==> config.mk <==
export PLATFORM = sky130hd
export DESIGN_NAME = snap_counter_periph
export DESIGN_NICKNAME = d
export VERILOG_FILES = /design/src/rtl/snap_pkg.sv /design/src/rtl/snap_evt_counter.sv /design/src/rtl/snap_latch_bank.sv /design/src/rtl/snap_read_port.sv /design/src/rtl/snap_counter_periph.sv
export SDC_FILE = /design/constraint.sdc
export NUM_CORES = 1
export LEC_CHECK = 0
export BUFFER_PORTS_ARGS = -buffer_cell sky130_fd_sc_hd__buf_2
export CORE_ASPECT_RATIO = 1.25
export CORE_MARGIN = 2
export CORE_UTILIZATION = 46
export CTS_BUF_LIST = sky130_fd_sc_hd__clkbuf_8
export DETAILED_ROUTE_END_ITERATION = 12
export SLEW_MARGIN = 20
export SYNTH_ARGS = -nofsm -noshare
export SYNTH_HDL_FRONTEND = slang
export SYNTH_SLANG_ARGS = --single-unit
export TNS_END_PERCENT = 10
==> constraint.sdc <==
create_clock -name clk_i -period 2.5 [get_ports clk_i]
set_clock_uncertainty 0.15 [all_clocks]
set_input_delay 0.125 -clock clk_i [delete_from_list [all_inputs] [get_ports clk_i]]
set_output_delay 0.125 -clock clk_i [all_outputs]
set_load 0.02 [all_outputs]
==> src/rtl/snap_pkg.sv <==
`timescale 1ns/1ps
package snap_pkg;
  localparam int NUM_SRC  = 5;
  localparam int SRC_CYC  = 0;
  localparam int SRC_INS  = 1;
  localparam int SRC_IRQ  = 2;
  localparam int SRC_NMI  = 3;
  localparam int SRC_WALL = 4;

  localparam logic [7:0] CODE_CYC  = 8'h00;
  localparam logic [7:0] CODE_INS  = 8'h01;
  localparam logic [7:0] CODE_IRQ  = 8'h02;
  localparam logic [7:0] CODE_NMI  = 8'h03;
  localparam logic [7:0] CODE_WALL = 8'h80;

  localparam int OFF_TRIG = 0;
  localparam int OFF_SEL  = 1;
  localparam int OFF_WIN  = 2;
endpackage

==> src/rtl/snap_evt_counter.sv <==
`timescale 1ns/1ps
module snap_evt_counter #(
  parameter int W     = 64,
  parameter int INC_W = 1
) (
  input  logic             clk_i,
  input  logic             rst_ni,
  input  logic             en_i,
  input  logic [INC_W-1:0] inc_i,
  output logic [W-1:0]     cnt_o
);
  logic [W-1:0] cnt_q;

  always_ff @(posedge clk_i or negedge rst_ni) begin
    if (!rst_ni)   cnt_q <= '0;
    else if (en_i) cnt_q <= cnt_q + W'(inc_i);  // wraps modulo 2^W
  end

  assign cnt_o = cnt_q;

  // each enabled cycle adds the increment
  p_count_step_r8: assert property (@(posedge clk_i) disable iff (!rst_ni)
    en_i |=> cnt_o == $past(cnt_o) + W'($past(inc_i)));
  p_count_hold_r9: assert property (@(posedge clk_i) disable iff (!rst_ni)
    !en_i |=> $stable(cnt_o));
endmodule

==> src/rtl/snap_latch_bank.sv <==
`timescale 1ns/1ps
module snap_latch_bank #(
  parameter int W = 64,
  parameter int N = 5
) (
  input  logic                clk_i,
  input  logic                rst_ni,
  input  logic                cap_i,
  input  logic [N-1:0][W-1:0] live_i,
  output logic [N-1:0][W-1:0] snap_o
);
  for (genvar g = 0; g < N; g++) begin : g_slot
    logic [W-1:0] slot_q;
    always_ff @(posedge clk_i or negedge rst_ni) begin
      if (!rst_ni)    slot_q <= '0;
      else if (cap_i) slot_q <= live_i[g];
    end
    assign snap_o[g] = slot_q;
  end

  p_capture_r2: assert property (@(posedge clk_i) disable iff (!rst_ni)
    cap_i |=> snap_o == $past(live_i));
  p_hold_r2: assert property (@(posedge clk_i) disable iff (!rst_ni)
    !cap_i |=> $stable(snap_o));
endmodule

==> src/rtl/snap_read_port.sv <==
`timescale 1ns/1ps
module snap_read_port
  import snap_pkg::*;
#(
  parameter int W     = 64,
  parameter int N     = NUM_SRC,
  parameter int OFF_W = 4
) (
  input  logic                clk_i,
  input  logic                rst_ni,
  input  logic                hit_i,
  input  logic [OFF_W-1:0]    off_i,
  input  logic                wr_i,
  input  logic                rd_i,
  input  logic [7:0]          wdata_i,
  input  logic [N-1:0][W-1:0] snap_i,
  output logic [7:0]          rdata_o
);
  localparam int WIN_BYTES = W / 8;
  localparam int IDX_W     = $clog2(WIN_BYTES);

  logic [7:0]       sel_q;
  logic [7:0]       rdata_q;
  logic [W-1:0]     chosen;
  logic [IDX_W-1:0] byte_idx;
  logic [7:0]       rd_nxt;
  logic             sel_wr, rd_hit;

  assign sel_wr   = wr_i && hit_i && (off_i == OFF_W'(OFF_SEL));
  assign rd_hit   = rd_i && hit_i;
  assign byte_idx = IDX_W'(off_i - OFF_W'(OFF_WIN));

  always_comb begin
    case (sel_q)
      CODE_CYC:  chosen = snap_i[SRC_CYC];
      CODE_INS:  chosen = snap_i[SRC_INS];
      CODE_IRQ:  chosen = snap_i[SRC_IRQ];
      CODE_NMI:  chosen = snap_i[SRC_NMI];
      CODE_WALL: chosen = snap_i[SRC_WALL];
      default:   chosen = '0;
    endcase
  end

  always_comb begin
    rd_nxt = 8'h00;
    if (off_i == OFF_W'(OFF_SEL))
      rd_nxt = sel_q;
    else if (off_i >= OFF_W'(OFF_WIN) && off_i < OFF_W'(OFF_WIN + WIN_BYTES))
      rd_nxt = chosen[8*byte_idx +: 8];
  end

  always_ff @(posedge clk_i or negedge rst_ni) begin
    if (!rst_ni) begin
      sel_q   <= 8'h00;
      rdata_q <= 8'h00;
    end else begin
      if (sel_wr) sel_q <= wdata_i;
      rdata_q <= rd_hit ? rd_nxt : 8'h00;
    end
  end

  assign rdata_o = rdata_q;

  p_sel_keep_r7: assert property (@(posedge clk_i) disable iff (!rst_ni)
    !sel_wr |=> $stable(sel_q));
  p_sel_readback_r3: assert property (@(posedge clk_i) disable iff (!rst_ni)
    rd_hit && off_i == OFF_W'(OFF_SEL) |=> rdata_o == $past(sel_q));
  p_trig_reads_zero_r7: assert property (@(posedge clk_i) disable iff (!rst_ni)
    rd_hit && off_i == OFF_W'(OFF_TRIG) |=> rdata_o == 8'h00);
  p_idle_zero_r11: assert property (@(posedge clk_i) disable iff (!rst_ni)
    !rd_hit |=> rdata_o == 8'h00);
endmodule

==> src/rtl/snap_counter_periph.sv <==
`timescale 1ns/1ps
module snap_counter_periph
  import snap_pkg::*;
#(
  parameter logic [15:0] BASE_ADDR = 16'hFFC0,
  parameter int          CNT_W     = 64,
  parameter int          CYC_W     = 4
) (
  input  logic             clk_i,
  input  logic             rst_ni,
  input  logic [15:0]      addr_i,
  input  logic [7:0]       wdata_i,
  input  logic             wr_i,
  input  logic             rd_i,
  output logic [7:0]       rdata_o,
  output logic             hit_o,
  input  logic             cyc_valid_i,
  input  logic [CYC_W-1:0] cyc_cnt_i,
  input  logic             insn_i,
  input  logic             irq_i,
  input  logic             nmi_i,
  input  logic [CNT_W-1:0] wall_time_i
);
  localparam int          WIN_BYTES = CNT_W / 8;
  localparam int          SPAN      = OFF_WIN + WIN_BYTES;
  localparam int          OFF_W     = $clog2(SPAN);
  localparam logic [15:0] LAST_ADDR = BASE_ADDR + 16'(SPAN - 1);

  logic [OFF_W-1:0]               off;
  logic                           cap;
  logic [NUM_SRC-1:0][CNT_W-1:0]  live;
  logic [NUM_SRC-1:0][CNT_W-1:0]  snap;
  logic [NUM_SRC-2:0]             ev_en;
  logic [NUM_SRC-2:0][CYC_W-1:0]  ev_inc;

  assign hit_o = (addr_i >= BASE_ADDR) && (addr_i <= LAST_ADDR);
  assign off   = OFF_W'(addr_i - BASE_ADDR);
  assign cap   = wr_i && hit_o && (off == OFF_W'(OFF_TRIG));

  assign ev_en[SRC_CYC]  = cyc_valid_i;
  assign ev_inc[SRC_CYC] = cyc_cnt_i;
  assign ev_en[SRC_INS]  = insn_i;
  assign ev_inc[SRC_INS] = CYC_W'(1);
  assign ev_en[SRC_IRQ]  = irq_i;
  assign ev_inc[SRC_IRQ] = CYC_W'(1);
  assign ev_en[SRC_NMI]  = nmi_i;
  assign ev_inc[SRC_NMI] = CYC_W'(1);

  for (genvar g = 0; g < NUM_SRC - 1; g++) begin : g_cnt
    snap_evt_counter #(.W(CNT_W), .INC_W(CYC_W)) u_cnt (
      .clk_i  (clk_i),
      .rst_ni (rst_ni),
      .en_i   (ev_en[g]),
      .inc_i  (ev_inc[g]),
      .cnt_o  (live[g])
    );
  end
  assign live[SRC_WALL] = wall_time_i;

  snap_latch_bank #(.W(CNT_W), .N(NUM_SRC)) u_bank (
    .clk_i  (clk_i),
    .rst_ni (rst_ni),
    .cap_i  (cap),
    .live_i (live),
    .snap_o (snap)
  );

  snap_read_port #(.W(CNT_W), .N(NUM_SRC), .OFF_W(OFF_W)) u_rd (
    .clk_i   (clk_i),
    .rst_ni  (rst_ni),
    .hit_i   (hit_o),
    .off_i   (off),
    .wr_i    (wr_i),
    .rd_i    (rd_i),
    .wdata_i (wdata_i),
    .snap_i  (snap),
    .rdata_o (rdata_o)
  );

  p_outside_zero_r1: assert property (@(posedge clk_i) disable iff (!rst_ni)
    rd_i && !hit_o |=> rdata_o == 8'h00);
  p_insn_not_irq_r9: assert property (@(posedge clk_i) disable iff (!rst_ni)
    !insn_i |=> $stable(live[SRC_INS]));
endmodule

==> results.toml, run 1 <==
[power]
clkPwrFrac_pct = 43.3
seqPwrFrac_pct = 48.3
peakVddDrop_v = 0.0004552
p_int_mw = 15.77
p_total_mw = 20.74
cellLeakagePower_nw = 15.95
power.switching_mw = 4.971
combPwrFrac_pct = 8.4
powerDensity_nw_per_um2 = 631.2
swShare_pct = 23.96

[logic_synthesis]
syn-num-nets = 2287
synth_warnings = 0
ys_seq_area_share_pct = 55.30
avgSynthCellArea_um2 = 12.30
synth_edf_count = 0
ys_types = 71
syn_inst = 2178
ys_ff_latch = 592
async_reset_ff_share_pct = 100.0
ys.flop_type = "dfrtp_1"
synth_area_um2 = 26790

[cells_and_area]
nets = 2651
nFillCells = 4754
drive_gt1_share_pct = 32.70
fin_area_um2 = 32860
final_common_cell = "dfrtp_1"
regArea_um2 = 14820
final_cell_mix = "587 x dfrtp_1, 306 x mux2_2, 153 x nand2_1, 153 x xnor2_1, 146 x buf_4"
areaGrowthSynthToFinish_pct = 22.66
layout.cells.non_filler = 3366
multiInputGateArea_um2 = 11710

[run_status]
failed_checks = "negative setup slack"
status = "finished with violations"

[placed_design]
dpl.hpwl_um = 52790
dp_cells = 3092
routabilityCongestion = 0.9122
dpl_cell_area_um2 = 29390
io_buffers = 108
place_ws_ps = -336.1

[worst_setup_path]
worstSetupPathType = "reg -> reg"
ff2ff_setup_slack_ps = -20
reg2reg_from = "u_rd.sel_q[4]$_DFFE_PN0P_"
crit_fanout = 8
worst_setup_path_end_kind = "register"
reg2reg_to = "u_rd.rdata_o[0]$_DFF_PN0_"
start_kind = "register"
arrival_ps = 2970
required_ps = 2950
reg2reg_depth = 9

[global_route]
gr-total-overflow = 0
grt_pass1_vias = 19250
grtUsageTotal_pct = 24.93
grt_antenna_before_repair = 1
grt_pass1_wl_um = 114000
grt_max_degree = 94

[route]
drtIter0Drc = 1445
dr.pass1.iters = 9
drc_errors = 0
wl_per_cell_um = 21.94
vias = 18820
drt-total-wl_um = 73830
antenna_left = 0
vias_per_cell = 5.591

[timing]
finalSetupViolations = 1
fmax_mhz = 396.8
rsz0062_at_grt = "yes"
final_hold_viol_count = 0
hold_ws_ps = 40.35
fin_crit_sh_pct = 100.8
finalWorstSetupSlack_ps = -20.36
max-slew-margin-rel_pct = 55.03
final_max_slew_viol_count = 0
tightest_slew_ps = 674.5
period_needed_ps = 2520

[floorplan]
die_y_um = 273.8
die_w_um = 219.8
coreArea_um2 = 57390
dieArea_um2 = 60190
rows = 98
start_util_pct = 46.68
num_io_pins = 109

[hold_path]
hold_path.class = "in -> reg"
whs_endpoint = "u_rd.rdata_o[7]$_DFF_PN0_"
min_path_cells = 6
min_from = "addr_i[14]"

[clocking]
cts_tree = "yes"
cts-root-buf = "clkbuf_8"
cts.htree.levels = 3
clk_pin_slew_ps = 60
clock_sinks = 592
clock_latency_ps = 680
cts_buffers = 94
clockBufferDepth = 3

[flow_run]
drv_cap = 0
per-layer routing:
metal,GRT usage (%),vias to the layer above,routed length [um]
met5,0,-,0
met4,7.930,0,1736
met3,3.622,101,3634
met2,39.13,501,34270
met1,35.76,9636,34200
li1,-,8582,-
flip-flops by register name (all words and copies together) (netlist names):
register              count
u_bank.g_slot.slot_q    320
g_cnt.u_cnt.cnt_o       256
u_rd.sel_q                8
u_rd.rdata_o              8
timing repair:
item | 4_1_cts | 5_1_grt
cloned | 0 | 1
resized for setup | 33 | 47
endpoints found under the hold margin | 724 | 0
hold buffers | 94 | 0
pin swaps | 4 | 13
setup endpoints to repair | 17 | 94
setup buffers | 5 | 4
through the flow:
step           utilization (%)  TNS (ps)
6_report                 57.26    -20.36
5_1_grt                  57.26    -396.4
4_1_cts                  56.79         0
3_5_place_dp             51.21     -1507
3_3_place_gp             51.21     -1449
2_1_floorplan                -         0
worst max-delay path: stages, from the launching register on:
cell and delay (ps):
dfrtp_2 470, nor2_1 300, buf_4 210, nand2_1 140, nor3_1 320, buf_4 230, a21oi_1 80, a31oi_1 230
buf_4 150, a22o_1 150
how the worst max path moves through the flow:
stage | slack [ps] | cells past startpoint | from | end
after floorplan | 100 | 8 | g_cnt[1].u_cnt.cnt_o[0]$_DFFE_PN0P_ | g_cnt[1].u_cnt.cnt_o[56]$_DFFE_PN0P_
after CTS | 2 | 10 | g_cnt[0].u_cnt.cnt_o[0]$_DFFE_PN0P_ | g_cnt[0].u_cnt.cnt_o[62]$_DFFE_PN0P_
final | -20 | 9 | u_rd.sel_q[4]$_DFFE_PN0P_ | u_rd.rdata_o[0]$_DFF_PN0_
after global routing | -120 | 9 | u_rd.sel_q[2]$_DFFE_PN0P_ | u_rd.rdata_o[0]$_DFF_PN0_
after global placement | -320 | 8 | u_rd.sel_q[1]$_DFFE_PN0P_ | u_rd.rdata_o[6]$_DFF_PN0_
after detailed placement | -340 | 8 | u_rd.sel_q[1]$_DFFE_PN0P_ | u_rd.rdata_o[6]$_DFF_PN0_
layout make-up:
cell class                 instances  area share [%]
tap                              750           2.856
timing repair buffer             379           9.622
sequential                       592           45.10
clock buffer                     128           5.361
inverter                          41          0.4684
antenna                            1        0.007616
multi-input combinational       1434           35.62
clock inverter                    41          0.9596
Yosys cell counts, types with 4 or more instances:
| cell | number | area, um2 |
|---|---|---|
| a21boi_0 | 8 | 60.06 |
| a21o_1 | 4 | 30.03 |
| a21oi_1 | 9 | 45.04 |
| a221o_1 | 7 | 70.07 |
| a221oi_1 | 9 | 78.83 |
| a222oi_1 | 8 | 80.08 |
| a22o_1 | 21 | 183.9 |
| a22oi_1 | 33 | 247.7 |
| a2bb2oi_1 | 8 | 70.07 |
| a31o_2 | 6 | 52.55 |
| a31oi_1 | 20 | 125.1 |
| a41oi_1 | 4 | 35.03 |
| and2_1 | 15 | 93.84 |
| and3_1 | 30 | 187.7 |
| and4_1 | 29 | 254.0 |
| buf_1 | 22 | 82.58 |
| buf_2 | 29 | 145.1 |
| clkbuf_1 | 58 | 217.7 |
| dfrtp_1 | 592 | 14810 |
| ha_1 | 8 | 100.1 |
| inv_1 | 41 | 153.9 |
| mux2_1 | 27 | 304.0 |
| mux2_2 | 306 | 3446 |
| mux2i_1 | 9 | 90.09 |
| mux4_2 | 16 | 360.4 |
| nand2_1 | 153 | 574.3 |
| nand2b_1 | 4 | 25.02 |
| nand3_1 | 105 | 525.5 |
| nand3_2 | 4 | 40.04 |
| nand4_1 | 71 | 444.2 |
| nand4_2 | 4 | 50.05 |
| nor2_1 | 82 | 307.8 |
| nor2b_1 | 6 | 37.54 |
| nor3_1 | 40 | 200.2 |
| nor4_1 | 11 | 68.82 |
| nor4_4 | 4 | 85.08 |
| o2111ai_1 | 14 | 122.6 |
| o21ai_0 | 45 | 225.2 |
| o21ai_1 | 9 | 45.04 |
| o311ai_0 | 8 | 70.07 |
| or3_1 | 6 | 37.54 |
| or4_1 | 4 | 30.03 |
| xnor2_1 | 153 | 1340 |
| xor2_1 | 95 | 832.1 |
kinds of logic after synthesis:
group / share of synthesized area [%]
adder cells (fa/ha/maj): 0.4484
XOR/XNOR: 8.108
flip-flops: 55.30
multiplexers: 15.68
AND/OR/NAND/NOR: 12.14
buffers and inverters: 2.307
AO/OA/AOI/OAI: 6.016
power groups by stage:
stage	Sequential [mW]	Combinational [mW]	Clock, mW
global route	10.0	1.93	9.67
detailed placement	10.2	1.51	0
global placement	10.2	1.48	0
floorplan	10.2	0.636	0
CTS	10.0	1.71	9.20
finish	10.0	1.74	8.98
No activity file was read; power rests on OpenSTA's default activity.
==> run 2, diff against run 1 <==
--- a/config.mk
+++ b/config.mk
@@ -17,2 +17 @@
 export SYNTH_SLANG_ARGS = --single-unit
-export TNS_END_PERCENT = 10
==> constraint.sdc (replaced) <==
create_clock -name clk_i -period 2.5 [get_ports clk_i]
set_clock_uncertainty 0.15 [all_clocks]
set_input_delay 0.25 -clock clk_i [delete_from_list [all_inputs] [get_ports clk_i]]
set_output_delay 0.25 -clock clk_i [all_outputs]
set_load 0.02 [all_outputs]
==> results.toml, run 2 (synthesis results as in run 1) <==
[route]
dr.pass1.iters = 6
drc_errors = 0
vias = 18962
antenna_left = 0
wl_per_cell_um = 21.80
drtIter0Drc = 1429
drt-total-wl_um = 73810
vias_per_cell = 5.600

[hold_path]
min_from = "addr_i[3]"
hold_path.class = "in -> reg"
min_path_cells = 5
whs_endpoint = "u_rd.rdata_o[5]$_DFF_PN0_"

[floorplan]
dieArea_um2 = 60190
rows = 98
die_w_um = 219.8
die_y_um = 273.8
num_io_pins = 109
start_util_pct = 46.68
coreArea_um2 = 57390

[timing]
fin_crit_sh_pct = 102.7
max-slew-margin-rel_pct = 56.70
final_max_slew_viol_count = 0
fin_setup_tns_ps = -110.0
finalWorstSetupSlack_ps = -66.75
fmax_mhz = 389.6
tightest_slew_ps = 649.4
finalSetupViolations = 2
hold_ws_ps = 94.62
rsz0062_at_grt = "yes"
period_needed_ps = 2567
final_hold_viol_count = 0

[cells_and_area]
drive_gt1_share_pct = 33.55
multiInputGateArea_um2 = 11830
final_cell_mix = "590 x dfrtp_1, 304 x mux2_2, 180 x buf_4"
final_common_cell = "dfrtp_1"
largest_reg_flops = 320
regMostFlops = "u_bank.g_slot.slot_q"
regArea_um2 = 14820
areaGrowthSynthToFinish_pct = 23.10
nets = 2680
nFillCells = 4716

[placed_design]
io_buffers = 108
routabilityCongestion = 0.9034
dpl.hpwl_um = 52780
place_ws_ps = -409.8

[clocking]
cts_buffers = 94
clockBufferDepth = 3
cts_tree = "yes"
clk_pin_slew_ps = 60
cts.htree.levels = 3
clock_sinks = 592
cts-root-buf = "clkbuf_8"
clock_latency_ps = 700

[power]
peakVddDrop_v = 0.0004885
p_total_mw = 19.82
powerDensity_nw_per_um2 = 601.1
cellLeakagePower_nw = 16.05

[global_route]
grt_antenna_before_repair = 1
gr-total-overflow = 0
grtUsageTotal_pct = 25.02
grt_pass1_wl_um = 114500
grt_max_degree = 84
grt_pass1_vias = 19578

[worst_setup_path]
ff2ff_setup_slack_ps = -70
start_kind = "register"
reg2reg_to = "u_rd.rdata_o[2]$_DFF_PN0_"
arrival_ps = 2970
worst_setup_path_end_kind = "register"
reg2reg_depth = 7
required_ps = 2900
worstSetupPathType = "reg -> reg"
cp_cell_sequence = "buf_12 -> mux2_4 -> a22oi_2 -> nor2_1 -> o311ai_2 -> o2111ai_2 -> a22o_1"
cp_slowest_cell = "dfrtp_4"
slowest_delay_ps = 570
reg2reg_from = "u_rd.sel_q[1]$_DFFE_PN0P_"
crit_fanout = 8

[run_status]
failed_checks = "negative setup slack"
status = "finished with violations"

[flow_run]
drv_cap = 0
[run 2: report_power, final]
group	internal, mW	switching [mW]	leakage [nW]	total (mW)
clock	4.31	3.79	1.06	8.10
sequential	9.83	0.181	8.12	10.0
combinational	0.848	0.867	6.86	1.71
total	15.0	4.84	16.0	19.8
[run 2: stage by stage]
| stage | utilization (%) | cells | instance area, um2 |
|---|---|---|---|
| after floorplan | - | 2178 | 26790 |
| after global placement | 51.50 | 3116 | 29560 |
| after detailed placement | 51.50 | 3116 | 29560 |
| after CTS | 56.74 | 3366 | 32560 |
| after global routing | 57.47 | 3386 | 32980 |
| final | 57.47 | 3386 | 32980 |
[run 2: worst max-delay path by stage]
stage                                                    from  slack, ps                                   end
final                               u_rd.sel_q[1]$_DFFE_PN0P_        -70             u_rd.rdata_o[2]$_DFF_PN0_
after detailed placement            u_rd.sel_q[1]$_DFFE_PN0P_       -410             u_rd.rdata_o[2]$_DFF_PN0_
after global routing                u_rd.sel_q[1]$_DFFE_PN0P_        -80             u_rd.rdata_o[4]$_DFF_PN0_
after floorplan           g_cnt[1].u_cnt.cnt_o[0]$_DFFE_PN0P_        100  g_cnt[1].u_cnt.cnt_o[56]$_DFFE_PN0P_
after global placement              u_rd.sel_q[1]$_DFFE_PN0P_       -420             u_rd.rdata_o[2]$_DFF_PN0_
after CTS                           u_rd.sel_q[1]$_DFFE_PN0P_        -40             u_rd.rdata_o[2]$_DFF_PN0_
[run 2: final cells by class]
type                       count  area share [%]
sequential                   592           44.94
multi-input combinational   1434           35.86
timing repair buffer         408           10.37
clock buffer                 111           4.633
tap                          750           2.846
clock inverter                49          0.8727
inverter                      41          0.4667
antenna                        1        0.007588
[run 2: routing by layer]
layer	global-route usage (%)	vias up	part of all wire [%]
li1	-	8635	-
met1	35.30	9692	45
met2	39.77	512	47
met3	3.378	123	4.9
met4	8.707	0	2.8
met5	0	-	0
[run 2: critical path: cells and delay by family, from the launching register on]
| kind | cells | cell delay (ps) |
|---|---|---|
| flip-flops | 1 | 570 |
| buffers and inverters | 1 | 170 |
| multiplexers | 1 | 300 |
| AND/OR/NAND/NOR | 1 | 100 |
| AO/OA/AOI/OAI | 4 | 1130 |
[run 2: what timing repair did]
item                                    in CTS  in global routing
pin swaps                                    9                 28
gates cloned                                 2                  1
buffers inserted                             4                 19
hold endpoints to repair                   700                  0
hold buffers                                84                  0
resized for setup                           50                 64
endpoints found under the setup margin      12                 50
==> run 3, diff against run 2 <==
Settings changed: CORE_UTILIZATION 46 to 44.
==> results.toml, run 3 (synthesis results as in run 1) <==
[clocking]
clk_pin_slew_ps = 70
cts.htree.levels = 3
cts-root-buf = "clkbuf_8"
cts_tree = "yes"
cts_buffers = 93
clock_sinks = 592
clock_latency_ps = 710
clockBufferDepth = 3

[worst_setup_path]
worstSetupPathType = "reg -> reg"
reg2reg_to = "u_rd.rdata_o[7]$_DFF_PN0_"
startpoint = "u_rd.sel_q[0]$_DFFE_PN0P_"
endpoint = "u_rd.rdata_o[7]$_DFF_PN0_"
reg2reg_depth = 8
arrival_ps = 2930
ff2ff_setup_slack_ps = 10
reg2reg_from = "u_rd.sel_q[0]$_DFFE_PN0P_"
required_ps = 2940
start_kind = "register"
crit_fanout = 17
worst_setup_path_end_kind = "register"

[power]
powerDensity_nw_per_um2 = 611.2
cellLeakagePower_nw = 16.10
peakVddDrop_v = 0.0003347

[floorplan]
num_io_pins = 109
die_w_um = 224.7
dieArea_um2 = 62880
coreArea_um2 = 60530
rows = 101
start_util_pct = 44.25
die_y_um = 279.9

[cells_and_area]
final_cell_mix = "589 x dfrtp_1, 306 x mux2_2, 179 x buf_4"
nets = 2681
regMostFlops = "u_bank.g_slot.slot_q"
nFillCells = 5077
multiInputGateArea_um2 = 11760
regArea_um2 = 14820
final_common_cell = "dfrtp_1"
utilization_pct = 54.60
areaGrowthSynthToFinish_pct = 23.39
drive_gt1_share_pct = 33.61
largest_reg_flops = 320

[placed_design]
io_buffers = 108
dpl.hpwl_um = 52950
routabilityCongestion = 0.9276

[timing]
max-slew-margin-rel_pct = 47.55
final_hold_viol_count = 0
hold_ws_ps = 99.67
finalSetupViolations = 0
tightest_slew_ps = 786.8
period_needed_ps = 2489
rsz0062_at_grt = "yes"
final_max_slew_viol_count = 0
fmax_mhz = 401.8
fin_crit_sh_pct = 99.54

[global_route]
gr-total-overflow = 0
grtUsageTotal_pct = 23.71
grt_pass1_wl_um = 114000
grt_pass1_vias = 19512
grt_max_degree = 100
grt_antenna_before_repair = 3

[flow_run]
drv_cap = 0

[hold_path]
hold_path.class = "in -> async"

[route]
wl_per_cell_um = 21.32
drc_errors = 0
vias = 18919
vias_per_cell = 5.530
antenna_left = 0
drtIter0Drc = 1454
drt-total-wl_um = 72950
dr.pass1.iters = 6

[run_status]
status = "completed"
-- run 3: changes by cell type in the layout (fill, tap and decap cells not counted), sizes merged --
cell | before | now
clkinvlp | 3 | 1
buf | 323 | 326
clkbuf | 112 | 121
bufinv | 3 | 1
inv | 79 | 74
clkinv | 5 | 15
bufbuf | 1 | 0
dlygate4sd3 | 83 | 84
-- run 3: stage by stage --
| step | total power, mW | std cells | area (um2) | TNS [ps] | setup slack (ps) |
|---|---|---|---|---|---|
| after floorplan | 10.83 | 2178 | 26790 | 0 | 96.97 |
| after global placement | 11.66 | 3150 | 29690 | -2310 | -658.5 |
| after detailed placement | 11.73 | 3150 | 29690 | -2634 | -686.5 |
| after CTS | 20.43 | 3411 | 32680 | -9.091 | -7.993 |
| after global routing | 21.06 | 3421 | 33050 | -165.8 | -38.03 |
| final | 20.20 | 3421 | 33050 | 0 | 11.48 |
-- run 3: worst min path at each step --
stage          startpoint                                     end  slack [ps]
3_3_place_gp       rst_ni  u_bank.g_slot[2].slot_q[9]$_DFFE_PN0P_          60
2_1_floorplan      rst_ni     g_cnt[0].u_cnt.cnt_o[0]$_DFFE_PN0P_        -200
5_1_grt         addr_i[3]               u_rd.rdata_o[5]$_DFF_PN0_         110
4_1_cts         addr_i[3]               u_rd.rdata_o[5]$_DFF_PN0_          50
6_report           rst_ni  u_bank.g_slot[1].slot_q[4]$_DFFE_PN0P_         100
3_5_place_dp       rst_ni  u_bank.g_slot[1].slot_q[3]$_DFFE_PN0P_          60
-- run 3: worst max-delay path: stages, from the launching register on --
cell	delay, ps
dfrtp_2	430
buf_4	150
buf_12	180
mux4_2	550
a31oi_1	160
nand2_1	70
and4_4	200
a311oi_4	330
o31ai_1	130
-- run 3: timing repair --
| action | CTS | global route |
|---|---|---|
| gates cloned | 0 | 1 |
| gates resized for setup | 35 | 73 |
| pin swaps | 5 | 20 |
| endpoints found under the hold margin | 698 | 0 |
| buffers inserted | 5 | 8 |
| hold buffers | 85 | 0 |
| setup endpoints to repair | 10 | 56 |
-- run 3: final cells by class --
class	instances	area share, %
Antenna cell	1	0.007571
Clock buffer	121	5.038
Clock inverter	50	0.8101
Inverter	41	0.4656
Multi-Input combinational cell	1434	35.58
Sequential cell	592	44.83
Tap cell	772	2.922
Timing Repair Buffer	410	10.34
-- run 3: power breakdown --
group          switching, mW  internal (mW)  leakage, nW  total, mW
clock network           3.99           4.46         1.12       8.45
registers              0.195           9.83         8.12       10.0
logic                  0.874          0.854         6.86       1.73
total                   5.06           15.1         16.1       20.2
-- run 3: per-layer routing --
metal / global-route usage (%) / wire length, um
met1: 33.41 / 33460
met3: 3.839 / 3554
met2: 37.16 / 33740
met5: 0 / 10
met4: 8.439 / 2179
